[src/rtl/smdiv_pkg.sv]
package smdiv_pkg;
    typedef enum logic [1:0] {
        ST_IDLE  = 2'd0,
        ST_CHECK = 2'd1,
        ST_RUN   = 2'd2
    } smdiv_state_e;
endpackage

[src/rtl/smdiv_sub.sv]
// Trial subtraction a - b by adding the two's complement of b.
// carry = 1 means a >= b.
module smdiv_sub #(
    parameter int N = 8
) (
    input  logic [N-1:0] a,
    input  logic [N-1:0] b,
    output logic [N-1:0] diff,
    output logic         carry
);
    logic [N:0] sum;

    always_comb begin
        sum   = {1'b0, a} + {1'b0, ~b} + {{N{1'b0}}, 1'b1};
        diff  = sum[N-1:0];
        carry = sum[N];
    end
endmodule

[src/rtl/smdiv_step.sv]
// One restoring shift-subtract step on the A/Q pair.
module smdiv_step #(
    parameter int N = 8
) (
    input  logic [N-1:0] a_in,
    input  logic [N-1:0] q_in,
    input  logic [N-1:0] b_in,
    output logic [N-1:0] a_out,
    output logic [N-1:0] q_out
);
    logic         e_bit;
    logic [N-1:0] a_sh;
    logic [N-1:0] q_sh;
    logic [N-1:0] diff;
    logic         carry;

    always_comb begin
        e_bit = a_in[N-1];
        a_sh  = {a_in[N-2:0], q_in[N-1]};
        q_sh  = {q_in[N-2:0], 1'b0};
    end

    smdiv_sub #(.N(N)) u_sub (
        .a     (a_sh),
        .b     (b_in),
        .diff  (diff),
        .carry (carry)
    );

    always_comb begin
        if (e_bit) begin
            // shifted-out bit set: remainder certainly exceeds divisor
            a_out = diff;
            q_out = q_sh | {{(N-1){1'b0}}, 1'b1};
        end else if (carry) begin
            a_out = diff;
            q_out = q_sh | {{(N-1){1'b0}}, 1'b1};
        end else begin
            a_out = a_sh;
            q_out = q_sh;
        end
    end
endmodule

[src/rtl/sm_restoring_div.sv]
module sm_restoring_div
    import smdiv_pkg::*;
#(
    parameter int N = 8
) (
    input  logic           clk,
    input  logic           rst_n,
    input  logic           start,
    input  logic           dvd_sign,
    input  logic [2*N-1:0] dvd_mag,
    input  logic           dvs_sign,
    input  logic [N-1:0]   dvs_mag,
    output logic           busy,
    output logic           done,
    output logic           ovf,
    output logic           quo_sign,
    output logic [N-1:0]   quo_mag,
    output logic [N-1:0]   rem_mag
);
    localparam int CW = $clog2(N + 1);

    typedef struct packed {
        smdiv_state_e   st;
        logic [N-1:0]   a;
        logic [N-1:0]   q;
        logic [N-1:0]   b;
        logic [CW-1:0]  sc;
        logic           qs;
        logic           ovf;
        logic           done;
    } regs_t;

    regs_t r_d, r_q;

    logic [N-1:0] chk_diff;
    logic         chk_carry;
    logic [N-1:0] step_a;
    logic [N-1:0] step_q;

    smdiv_sub #(.N(N)) u_ovf_chk (
        .a     (r_q.a),
        .b     (r_q.b),
        .diff  (chk_diff),
        .carry (chk_carry)
    );

    smdiv_step #(.N(N)) u_step (
        .a_in  (r_q.a),
        .q_in  (r_q.q),
        .b_in  (r_q.b),
        .a_out (step_a),
        .q_out (step_q)
    );

    always_comb begin
        r_d = r_q;
        unique case (r_q.st)
            ST_IDLE: begin
                if (start) begin
                    r_d.st   = ST_CHECK;
                    r_d.a    = dvd_mag[2*N-1:N];
                    r_d.q    = dvd_mag[N-1:0];
                    r_d.b    = dvs_mag;
                    r_d.qs   = dvd_sign ^ dvs_sign;
                    r_d.ovf  = 1'b0;
                    r_d.done = 1'b0;
                end
            end
            ST_CHECK: begin
                // A is left untouched: the trial difference is discarded
                if (chk_carry) begin
                    r_d.ovf  = 1'b1;
                    r_d.done = 1'b1;
                    r_d.st   = ST_IDLE;
                end else begin
                    r_d.sc = CW'(N);
                    r_d.st = ST_RUN;
                end
            end
            ST_RUN: begin
                r_d.a  = step_a;
                r_d.q  = step_q;
                r_d.sc = r_q.sc - 1'b1;
                if (r_q.sc == CW'(1)) begin
                    r_d.done = 1'b1;
                    r_d.st   = ST_IDLE;
                end
            end
            default: r_d.st = ST_IDLE;
        endcase
    end

    always_ff @(posedge clk or negedge rst_n) begin
        if (!rst_n) begin
            r_q <= '{st: ST_IDLE, default: '0};
        end else begin
            r_q <= r_d;
        end
    end

    assign busy     = (r_q.st != ST_IDLE);
    assign done     = r_q.done;
    assign ovf      = r_q.ovf;
    assign quo_sign = r_q.qs;
    assign quo_mag  = r_q.q;
    assign rem_mag  = r_q.a;

    logic unused_diff;
    assign unused_diff = ^chk_diff;
endmodule

[config.mk]
export PLATFORM = sky130hd
export DESIGN_NAME = sm_restoring_div
export DESIGN_NICKNAME = d
export VERILOG_FILES = /design/src/rtl/smdiv_pkg.sv /design/src/rtl/smdiv_sub.sv /design/src/rtl/smdiv_step.sv /design/src/rtl/sm_restoring_div.sv
export SDC_FILE = /design/constraint.sdc
export NUM_CORES = 1
export LEC_CHECK = 0
export ABC_AREA = 1
export BUFFER_PORTS_ARGS = -buffer_cell sky130_fd_sc_hd__buf_2
export CAP_MARGIN = 10
export CORE_ASPECT_RATIO = 1.75
export CORE_MARGIN = 1
export CORE_UTILIZATION = 50
export DETAILED_ROUTE_END_ITERATION = 7
export PLACE_DENSITY = 0.75
export SYNTH_ARGS = -nofsm -noshare
export SYNTH_HDL_FRONTEND = slang
export SYNTH_SLANG_ARGS = --single-unit
[constraint.sdc]
create_clock -name clk -period 1.85 [get_ports clk]
set_clock_uncertainty 0.2 [all_clocks]
set_input_delay 0 -clock clk [delete_from_list [all_inputs] [get_ports clk]]
set_output_delay 0 -clock clk [all_outputs]
set_load 0.02 [all_outputs]
==> flow_summary.json, run 1 <==
{
  "status": "finished, violations left",
  "violations": "setup timing",
  "ir_drop_mv": 1.42,
  "seq_area_frac_synth_pct": 33.3,
  "rsz0062_at_grt": "true",
  "drive_gt1_share_pct": 37.1,
  "crit_buf_inv": 2,
  "dieWidth_um": 55.2,
  "highest_layer": "met4",
  "ctsHtreeMaxLevel": 2,
  "worst-endpoint-required_ns": 1.82,
  "cts_buffer_depth": 2,
  "portBuffers": 48,
  "cts-root-buf": "clkbuf_8",
  "synth-edff-count": 0,
  "r2r_start": "quo_mag[7]",
  "dieArea_um2": 5250,
  "total_leakage_power_nw": 1.79,
  "clock.fmax_mhz": 509,
  "ioPinCount": 49,
  "hold_viol_final": 0,
  "reg2reg_slack_ns": -0.12,
  "ant_nets": 0,
  "fp-row-count": 33,
  "finalCritPeriodShare_pct": 106,
  "postSynthAreaPerCell_um2": 7.58,
  "ys_ff_latch": 33,
  "globalplace.congestion": 0.921,
  "critical_path.startpoint_type": "flip-flop",
  "p_per_area_nw_per_um2": 2160,
  "cp_slowest_cell": "dfrtp_1",
  "worstSetupPathType": "reg -> reg",
  "seq_area_um2": 828,
  "wl_met1_um": 2570,
  "cts_buffers": 5,
  "path_delay_family": "simple AND/OR/NAND/NOR gates",
  "cp_slowest_stage_delay_ns": 0.36,
  "drc": 0,
  "worst_pin_slew_ns": 0.776,
  "drv_cap": 0,
  "wl_met3_um": 175,
  "syn-cell-area_um2": 2480,
  "period_needed_ns": 1.97,
  "clkTransAtPathRegs_ns": 0.07,
  "ys_warn_count": 0,
  "path_cells": "inv_2 -> ha_4 -> fa_2 -> inv_2 -> nand3_4 -> nand2_4 -> nand2_4 -> nand3_4 -> nand2_1 -> nand3_2 -> a21oi_2",
  "antenna_found_initial": 0,
  "final.setup.tns_ns": -0.734,
  "min_path_type": "in -> async",
  "cts_tree": "done",
  "fin_nets": 477,
  "vias_per_cell": 5.25,
  "worstSkewPairLatency_ns": 0.28,
  "fin_ws_ns": -0.116,
  "dr_wl_met2_um": 3870,
  "r2r_cells": 11,
  "num_antenna_cells": 0,
  "dr.pass1.iters": 4,
  "core_area_um2": 4710,
  "drt_first_iter_violations": 105,
  "dpl.cell_count": 436,
  "end_kind": "flip-flop",
  "drt-total-wl_um": 6800,
  "grt_overflow_total": 0,
  "fin_cells": 478,
  "r2r-end": "rem_mag[0]",
  "grt_pass1_wl_um": 10800,
  "fillerInstances": 347,
  "multi_input_area_um2": 1560,
  "finalMaxSlewViolations": 0,
  "cts.sinks": 33,
  "start_util_pct": 52.6,
  "setup_violations": 8,
  "finish.utilization_pct": 75.0,
  "syn_inst": 327,
  "grt_max_degree": 34,
  "wire_per_inst_um": 14.2,
  "holdWs_ns": 0.138,
  "num_vias": 2509,
  "async_flop_share_pct": 100,
  "grt_usage_pct": 25.8,
  "slew_headroom_pct": 48.3,
  "arrival_ns": 1.94,
  "area_growth_pct": 42.5,
  "synth-main-ff-cell": "dfrtp_1",
  "syn-num-nets": 378,
  "dpl.hpwl_um": 4620,
  "synth_cell_types": 29,
  "grt_pass1_vias": 2520,
  "crit_fanout": 8,
  "die_y_um": 95.1
}
## layout by cell type (no fill, tap or decap), types with 9 or more instances in the layout
cell type      instances
a21oi_2               15
buf_2                 48
dlygate4sd3_1         28
buf_4                 36
nand2_1               66
inv_1                 39
nand3_1               15
nor2_1                25
ha_1                  11
o21ai_1                9
dfrtp_1               31
a21oi_1               19
## worst max path at each step
stage | start | endpoint | cells after the start
2_1_floorplan | quo_mag[7] | rem_mag[7] | 12
3_3_place_gp | rem_mag[6] | rem_mag[4] | 8
3_5_place_dp | quo_mag[7] | rem_mag[7] | 11
4_1_cts | r_q[7] | rem_mag[5] | 11
5_1_grt | rem_mag[5] | rem_mag[7] | 9
6_report | quo_mag[7] | rem_mag[0] | 11
## registers in the layout, indices dropped and copies added (netlist names)
register / cells
quo_sign: 1
quo_mag: 8
r_q: 14
done: 1
rem_mag: 8
ovf: 1
## where the power goes
group | switching [mW] | leakage, nW | internal, mW
combinational | 3.27 | 1.35 | 2.44
clock | 0.255 | 0.0443 | 0.295
sequential | 0.287 | 0.391 | 1.07
total | 3.82 | 1.79 | 3.80
## through the flow
stage          setup WS [ns]  cell area [um^2]  total power, mW
2_1_floorplan       -0.00195              2480             4.67
3_3_place_gp         -0.0786              2860             5.82
3_5_place_dp          -0.129              2860             5.94
4_1_cts              -0.0909              3290             6.79
5_1_grt               -0.195              3530             8.24
6_report              -0.116              3530             7.61
## cell usage after synthesis (all sizes together), types with 2 or more instances
cell type	instances	share of area [%]
inv	46	7.1
a21oi	36	9.2
buf	20	6.1
clkbuf	2	0.30
a22oi	7	2.1
dfrtp	33	33
ha	21	11
or2	2	0.50
nand3	23	5.6
o21ai	16	3.7
nand4	8	2.0
nor2	27	4.1
nand3b	2	0.61
nand2	80	13
## what timing repair did
| action | CTS | global route |
|---|---|---|
| buffers inserted | 2 | 5 |
| hold buffers | 28 | 0 |
| endpoints found under the setup margin | 13 | 24 |
| pin swaps | 7 | 10 |
| gates resized for setup | 11 | 47 |
| endpoints found under the hold margin | 59 | 0 |
## worst reg2reg max path, delay by kind of cell (launching register included)
family,cells,cell delay [ns]
AND/OR/NAND/NOR,6,0.56
flip-flops,1,0.36
buffers and inverters,2,0.15
adder cells (fa/ha/maj),2,0.53
AO/OA/AOI/OAI,1,0.05
## metal layers
metal / vias up / track usage (%)
met5: - / 0
met4: 0 / 14.2
met3: 13 / 3.66
met2: 62 / 48.7
met1: 1190 / 27.1
li1: 1244 / -
## cell type report
class | instances | area share, %
clock buffer | 7 | 2.45
timing repair buffer | 114 | 23.0
multi-input combinational | 226 | 44.3
sequential | 33 | 23.5
inverter | 46 | 4.96
tap | 52 | 1.84
## kinds of logic after synthesis
logic type	after synthesis	synth area share (%)
buffers and inverters	68	13.5
adders and majority gates	22	11.4
AOI/OAI and AO/OA	59	15.1
xor gates and xnor gates	2	0.707
and+or+nand+nor	143	26.0
DFF	33	33.3
(Power assumes the default switching activity.)
==> inputs of run 2 (changes only) <==
Settings changed: PLACE_DENSITY 0.75 to 0.82.
==> run 2 against run 1 <==
Effect of this change:
- the run still ends with setup timing left
- die area is the same
- critical path depth stayed put
- first-iteration DRC count is 23% lower
- non-clock buffer count down 3
- critical endpoint is now rem_mag[6]
- sequential cell count unchanged
- fmax increased by 0.89%
- count of clock-buffer cells in the layout decreased by 2
- global-route usage grew 1.1 points
- sequential power is 3% higher
- largest power group unchanged
- register-to-register slack improved by 0.02 ns
- combinational power shrank 1%
==> flow_summary.json, run 2 (synthesized netlist as in run 1, its figures left out) <==
{
  "status": "finished, violations left",
  "violations": "setup timing",
  "wire_per_inst_um": 15.9,
  "power.switching_mw": 3.89,
  "grt_usage_pct": 26.9,
  "grt_overflow_total": 0,
  "finalMaxSlewViolations": 0,
  "fp-row-count": 33,
  "holdWs_ns": 0.120,
  "fin_nets": 474,
  "p_per_area_nw_per_um2": 2220,
  "pwr-share-seq_pct": 17.7,
  "arrival_ns": 1.97,
  "ant_nets": 0,
  "drv_cap": 0,
  "worst_pin_slew_ns": 0.783,
  "worstSkewPairLatency_ns": 0.29,
  "multi_input_area_um2": 1540,
  "antenna_found_initial": 0,
  "grt_pass1_wl_um": 11100,
  "drive_gt1_share_pct": 35.8,
  "layout_common_cells": "nand2_1 (68), buf_2 (48), inv_1 (39), buf_4 (32)",
  "cts_tree": "done",
  "fin_ws_ns": -0.0990,
  "comb_power_share_pct": 71.7,
  "num_antenna_cells": 0,
  "drt_first_iter_violations": 81,
  "dpl.hpwl_um": 4550,
  "pre_cts_ws_ns": -0.114,
  "die_y_um": 95.1,
  "dieArea_um2": 5250,
  "cts_buffer_depth": 2,
  "ir_drop_mv": 1.81,
  "cts_buffers": 5,
  "critical_path.startpoint_type": "flip-flop",
  "cts.sinks": 33,
  "grt_pass1_vias": 2539,
  "finalCritPeriodShare_pct": 105,
  "rsz0062_at_grt": "true",
  "seq_area_um2": 832,
  "start_util_pct": 52.6,
  "worst-endpoint-required_ns": 1.87,
  "num_vias": 2650,
  "final_common_cell": "nand2_1",
  "min_path_type": "in -> async",
  "period_needed_ns": 1.95,
  "cts-root-buf": "clkbuf_8",
  "grt_max_degree": 34,
  "end_kind": "flip-flop",
  "vias_per_cell": 5.57,
  "switching_share_pct": 49.5,
  "drt-total-wl_um": 7570,
  "p_clk_share_pct": 10.6,
  "dr.pass1.iters": 4,
  "portBuffers": 48,
  "top_register": "r_q",
  "slew_headroom_pct": 47.8,
  "ioPinCount": 49,
  "fillerInstances": 317,
  "area_growth_pct": 42.7,
  "dieWidth_um": 55.2,
  "internal_power_mw": 3.97,
  "core_area_um2": 4710,
  "worstSetupPathType": "reg -> reg",
  "total_leakage_power_nw": 1.78,
  "ctsHtreeMaxLevel": 2,
  "crit_fanout": 4,
  "hold_viol_final": 0,
  "clkTransAtPathRegs_ns": 0.08,
  "clock.fmax_mhz": 513,
  "globalplace.congestion": 0.940,
  "drc": 0,
  "setup_violations": 8,
  "largest_reg_flops": 14
}
run 2: cell types whose count changed in the layout (fill, tap and decap cells not counted), moves of 3 or more:
cell / change
a21oi_2: -3
dfrtp_1: -3
dfrtp_2: +3
buf_4: -4
a21oi_1: +3
run 2: critical path, stage by stage (launching register included):
cell     delay (ns)
dfrtp_1        0.42
ha_4           0.18
fa_2           0.34
inv_2          0.09
nand3_4        0.08
nand2_4        0.09
nand2_2        0.06
nand2_2        0.07
nand3_4        0.08
nand2_1        0.09
nand2_1        0.07
a21oi_2        0.10
run 2: path summary, 6_finish.rpt:
kind                               start          to  slack (ns)  cells after the start
max in group asynchronous          rst_n  rem_mag[3]        0.77                      2
min in group clk                quo_sign    quo_sign        0.30                      2
worst min-delay path               rst_n     r_q[31]        0.12                      2
worst max register to register    r_q[7]  rem_mag[6]        -0.1                     11
worst max-delay path              r_q[7]  rem_mag[6]        -0.1                     11
worst min register to register  quo_sign    quo_sign        0.30                      2
run 2: layer usage:
metal	track usage [%]	share of wire, %	vias up
li1	-	-	1238
met1	27.0	38	1284
met2	52.5	55	94
met3	3.39	3.3	34
met4	14.8	4.0	0
met5	0	0	-
run 2: stage by stage:
stage	cells	power (mW)	area [um^2]	TNS [ns]	util, %
final	476	7.86	3540	-0.599	75.1
after global routing	476	8.47	3540	-1.70	75.1
after CTS	473	7.11	3360	-0.497	71.3
after detailed placement	434	5.85	2850	-0.740	60.5
after global placement	434	5.72	2850	-0.195	60.5
after floorplan	327	4.67	2480	-0.00195	-
run 2: timing repair:
action	in CTS	in global routing
resized for setup	13	38
hold endpoints to repair	59	0
hold buffers	28	0
gates cloned	0	0
buffers inserted	3	3
pin swaps	6	16
endpoints found under the setup margin	12	18
run 2: area by class of cell:
class	instances	area share (%)
multi-input cells	226	43.4
flip-flops and latches	33	23.5
repair buffers	111	22.5
inverters	46	4.95
clock buffers	5	1.95
clock inverters	3	1.84
well taps	52	1.84
run 2: power by group through the flow:
stage / clock network, mW / registers (mW) / logic, mW
final: 0.834 / 1.39 / 5.64
after CTS: 0.840 / 1.32 / 4.95
after detailed placement: 0 / 1.31 / 4.54
after global routing: 0.872 / 1.42 / 6.17
after floorplan: 0 / 1.31 / 3.36
after global placement: 0 / 1.30 / 4.43
==> inputs of run 3 (changes only) <==
==> constraint.sdc (replaced) <==
create_clock -name clk -period 1.6 [get_ports clk]
set_clock_uncertainty 0.2 [all_clocks]
set_input_delay 0 -clock clk [delete_from_list [all_inputs] [get_ports clk]]
set_output_delay 0 -clock clk [all_outputs]
set_load 0.005 [all_outputs]
==> run 3 against run 2 <==
Effect of this change:
- the run still ends with setup timing left
- design area up 7.1%
- first-iteration DRC count grew to 2.7 times the previous value
- combinational power increased by 36%
- register-to-register slack lost 0.42 ns
- critical path type unchanged
==> flow_summary.json, run 3 (synthesized netlist as in run 1, its figures left out) <==
{
  "cts.sinks": 33,
  "total_leakage_power_nw": 1.92,
  "dr.pass1.iters": 5,
  "grt_pass1_wl_um": 12500,
  "worst_pin_slew_ns": 0.453,
  "cts-root-buf": "clkbuf_8",
  "hold_viol_final": 0,
  "slew_headroom_pct": 69.8,
  "dieArea_um2": 5250,
  "worstSetupEndpoint": "rem_mag[5]",
  "start_util_pct": 52.6,
  "period_needed_ns": 2.12,
  "wire_per_inst_um": 18.5,
  "cts_buffer_depth": 2,
  "worstSetupPathType": "reg -> reg",
  "ioPinCount": 49,
  "clkTransAtPathRegs_ns": 0.09,
  "num_vias": 2934,
  "drt_first_iter_violations": 221,
  "top_register": "r_q",
  "layout_common_cells": "nand2_1 (54), buf_4 (50), buf_2 (49), inv_1 (36), dfrtp_1 (33)",
  "grt_max_degree": 34,
  "core_area_um2": 4710,
  "r2r_start": "r_q[7]",
  "die_y_um": 95.1,
  "p_per_area_nw_per_um2": 2620,
  "cts_buffers": 5,
  "fin_nets": 495,
  "arrival_ns": 2.14,
  "drive_gt1_share_pct": 44.3,
  "finalMaxSlewViolations": 0,
  "clock.fmax_mhz": 472,
  "grt_usage_pct": 30.6,
  "ir_drop_mv": 1.93,
  "antenna_found_initial": 0,
  "largest_reg_flops": 14,
  "worstSkewPairLatency_ns": 0.30,
  "finalCritPeriodShare_pct": 132,
  "vias_per_cell": 5.90,
  "portBuffers": 48,
  "globalplace.congestion": 0.973,
  "dieWidth_um": 55.2,
  "rsz0062_at_grt": "true",
  "grt_pass1_vias": 2768,
  "final_common_cell": "nand2_1",
  "r2r-end": "rem_mag[5]",
  "end_kind": "flip-flop",
  "grt_overflow_total": 0,
  "setup_violations": 23,
  "fp-row-count": 33,
  "status": "finished, violations left",
  "num_antenna_cells": 0,
  "min_path_type": "in -> async",
  "dpl.hpwl_um": 4820,
  "fillerInstances": 247,
  "ant_nets": 0,
  "area_growth_pct": 52.9,
  "cts_tree": "done",
  "crit_fanout": 4,
  "r2r_cells": 11,
  "drc": 0,
  "violations": "setup timing",
  "drt-total-wl_um": 9210,
  "cp-startpoint": "r_q[7]",
  "critical_path.startpoint_type": "flip-flop",
  "reg2reg_slack_ns": -0.52,
  "worst-endpoint-required_ns": 1.62,
  "drv_cap": 0,
  "fin_ws_ns": -0.520,
  "holdWs_ns": 0.0581,
  "p_total_mw": 9.91,
  "ctsHtreeMaxLevel": 2
}
-- run 3: what timing repair did --
action	CTS	global route
pin swaps	20	18
resized for setup	39	43
setup buffers	6	10
hold buffers	28	0
endpoints found under the hold margin	59	0
gates cloned	0	1
setup endpoints to repair	24	24
-- run 3: critical path, stage by stage, from the launching register on --
cell	delay [ns]
dfrtp_1	0.44
ha_4	0.19
fa_2	0.35
inv_2	0.09
nand3_4	0.08
nand2_4	0.11
nand2_2	0.07
nand2_2	0.08
nand3_4	0.08
nand2_2	0.08
nand2_2	0.06
a21oi_2	0.19
-- run 3: area by class of cell --
class                           instances  area (um^2)  share of cell area, %
Inverter                               46          178                   4.69
Clock buffer                            6         72.6                   1.92
Sequential cell                        33          826                   21.8
Timing Repair Buffer                  132          983                   26.0
Multi-Input combinational cell        226         1650                   43.6
Tap cell                               52         65.1                   1.72
Clock inverter                          2         10.0                  0.264
-- run 3: worst min-delay path by stage --
stage	from	end	slack [ns]	cells after the start
after global placement	rst_n	done	-0.15	2
after detailed placement	rst_n	done	-0.14	2
after global routing	rst_n	rem_mag[5]	0.13	3
after floorplan	rst_n	done	-0.50	0
after CTS	rst_n	done	0.09	3
final	rst_n	rem_mag[5]	0.06	3
-- run 3: per-layer routing --
metal | share of wire [%] | vias up | GRT usage (%)
met1 | 36 | 1384 | 32.4
met2 | 51 | 211 | 56.8
met4 | 5.8 | 0 | 17.7
li1 | - | 1283 | -
met5 | 0 | - | 0
met3 | 7.2 | 56 | 4.61
-- run 3: metrics by stage --
step / area [um^2] / setup TNS [ns] / util, % / setup WS, ns / cells
global placement: 2950 / -3.85 / 62.6 / -0.300 / 446
CTS: 3540 / -4.05 / 75.1 / -0.347 / 488
floorplan: 2490 / -2.04 / - / -0.252 / 327
global route: 3790 / -7.43 / 80.5 / -0.592 / 497
finish: 3790 / -5.97 / 80.5 / -0.520 / 497
detailed placement: 2950 / -4.97 / 62.6 / -0.379 / 446
-- run 3: power by group --
part / switching [mW] / internal [mW]
clock: 0.358 / 0.303
sequential: 0.366 / 1.23
combinational: 4.28 / 3.37
total: 5.01 / 4.90
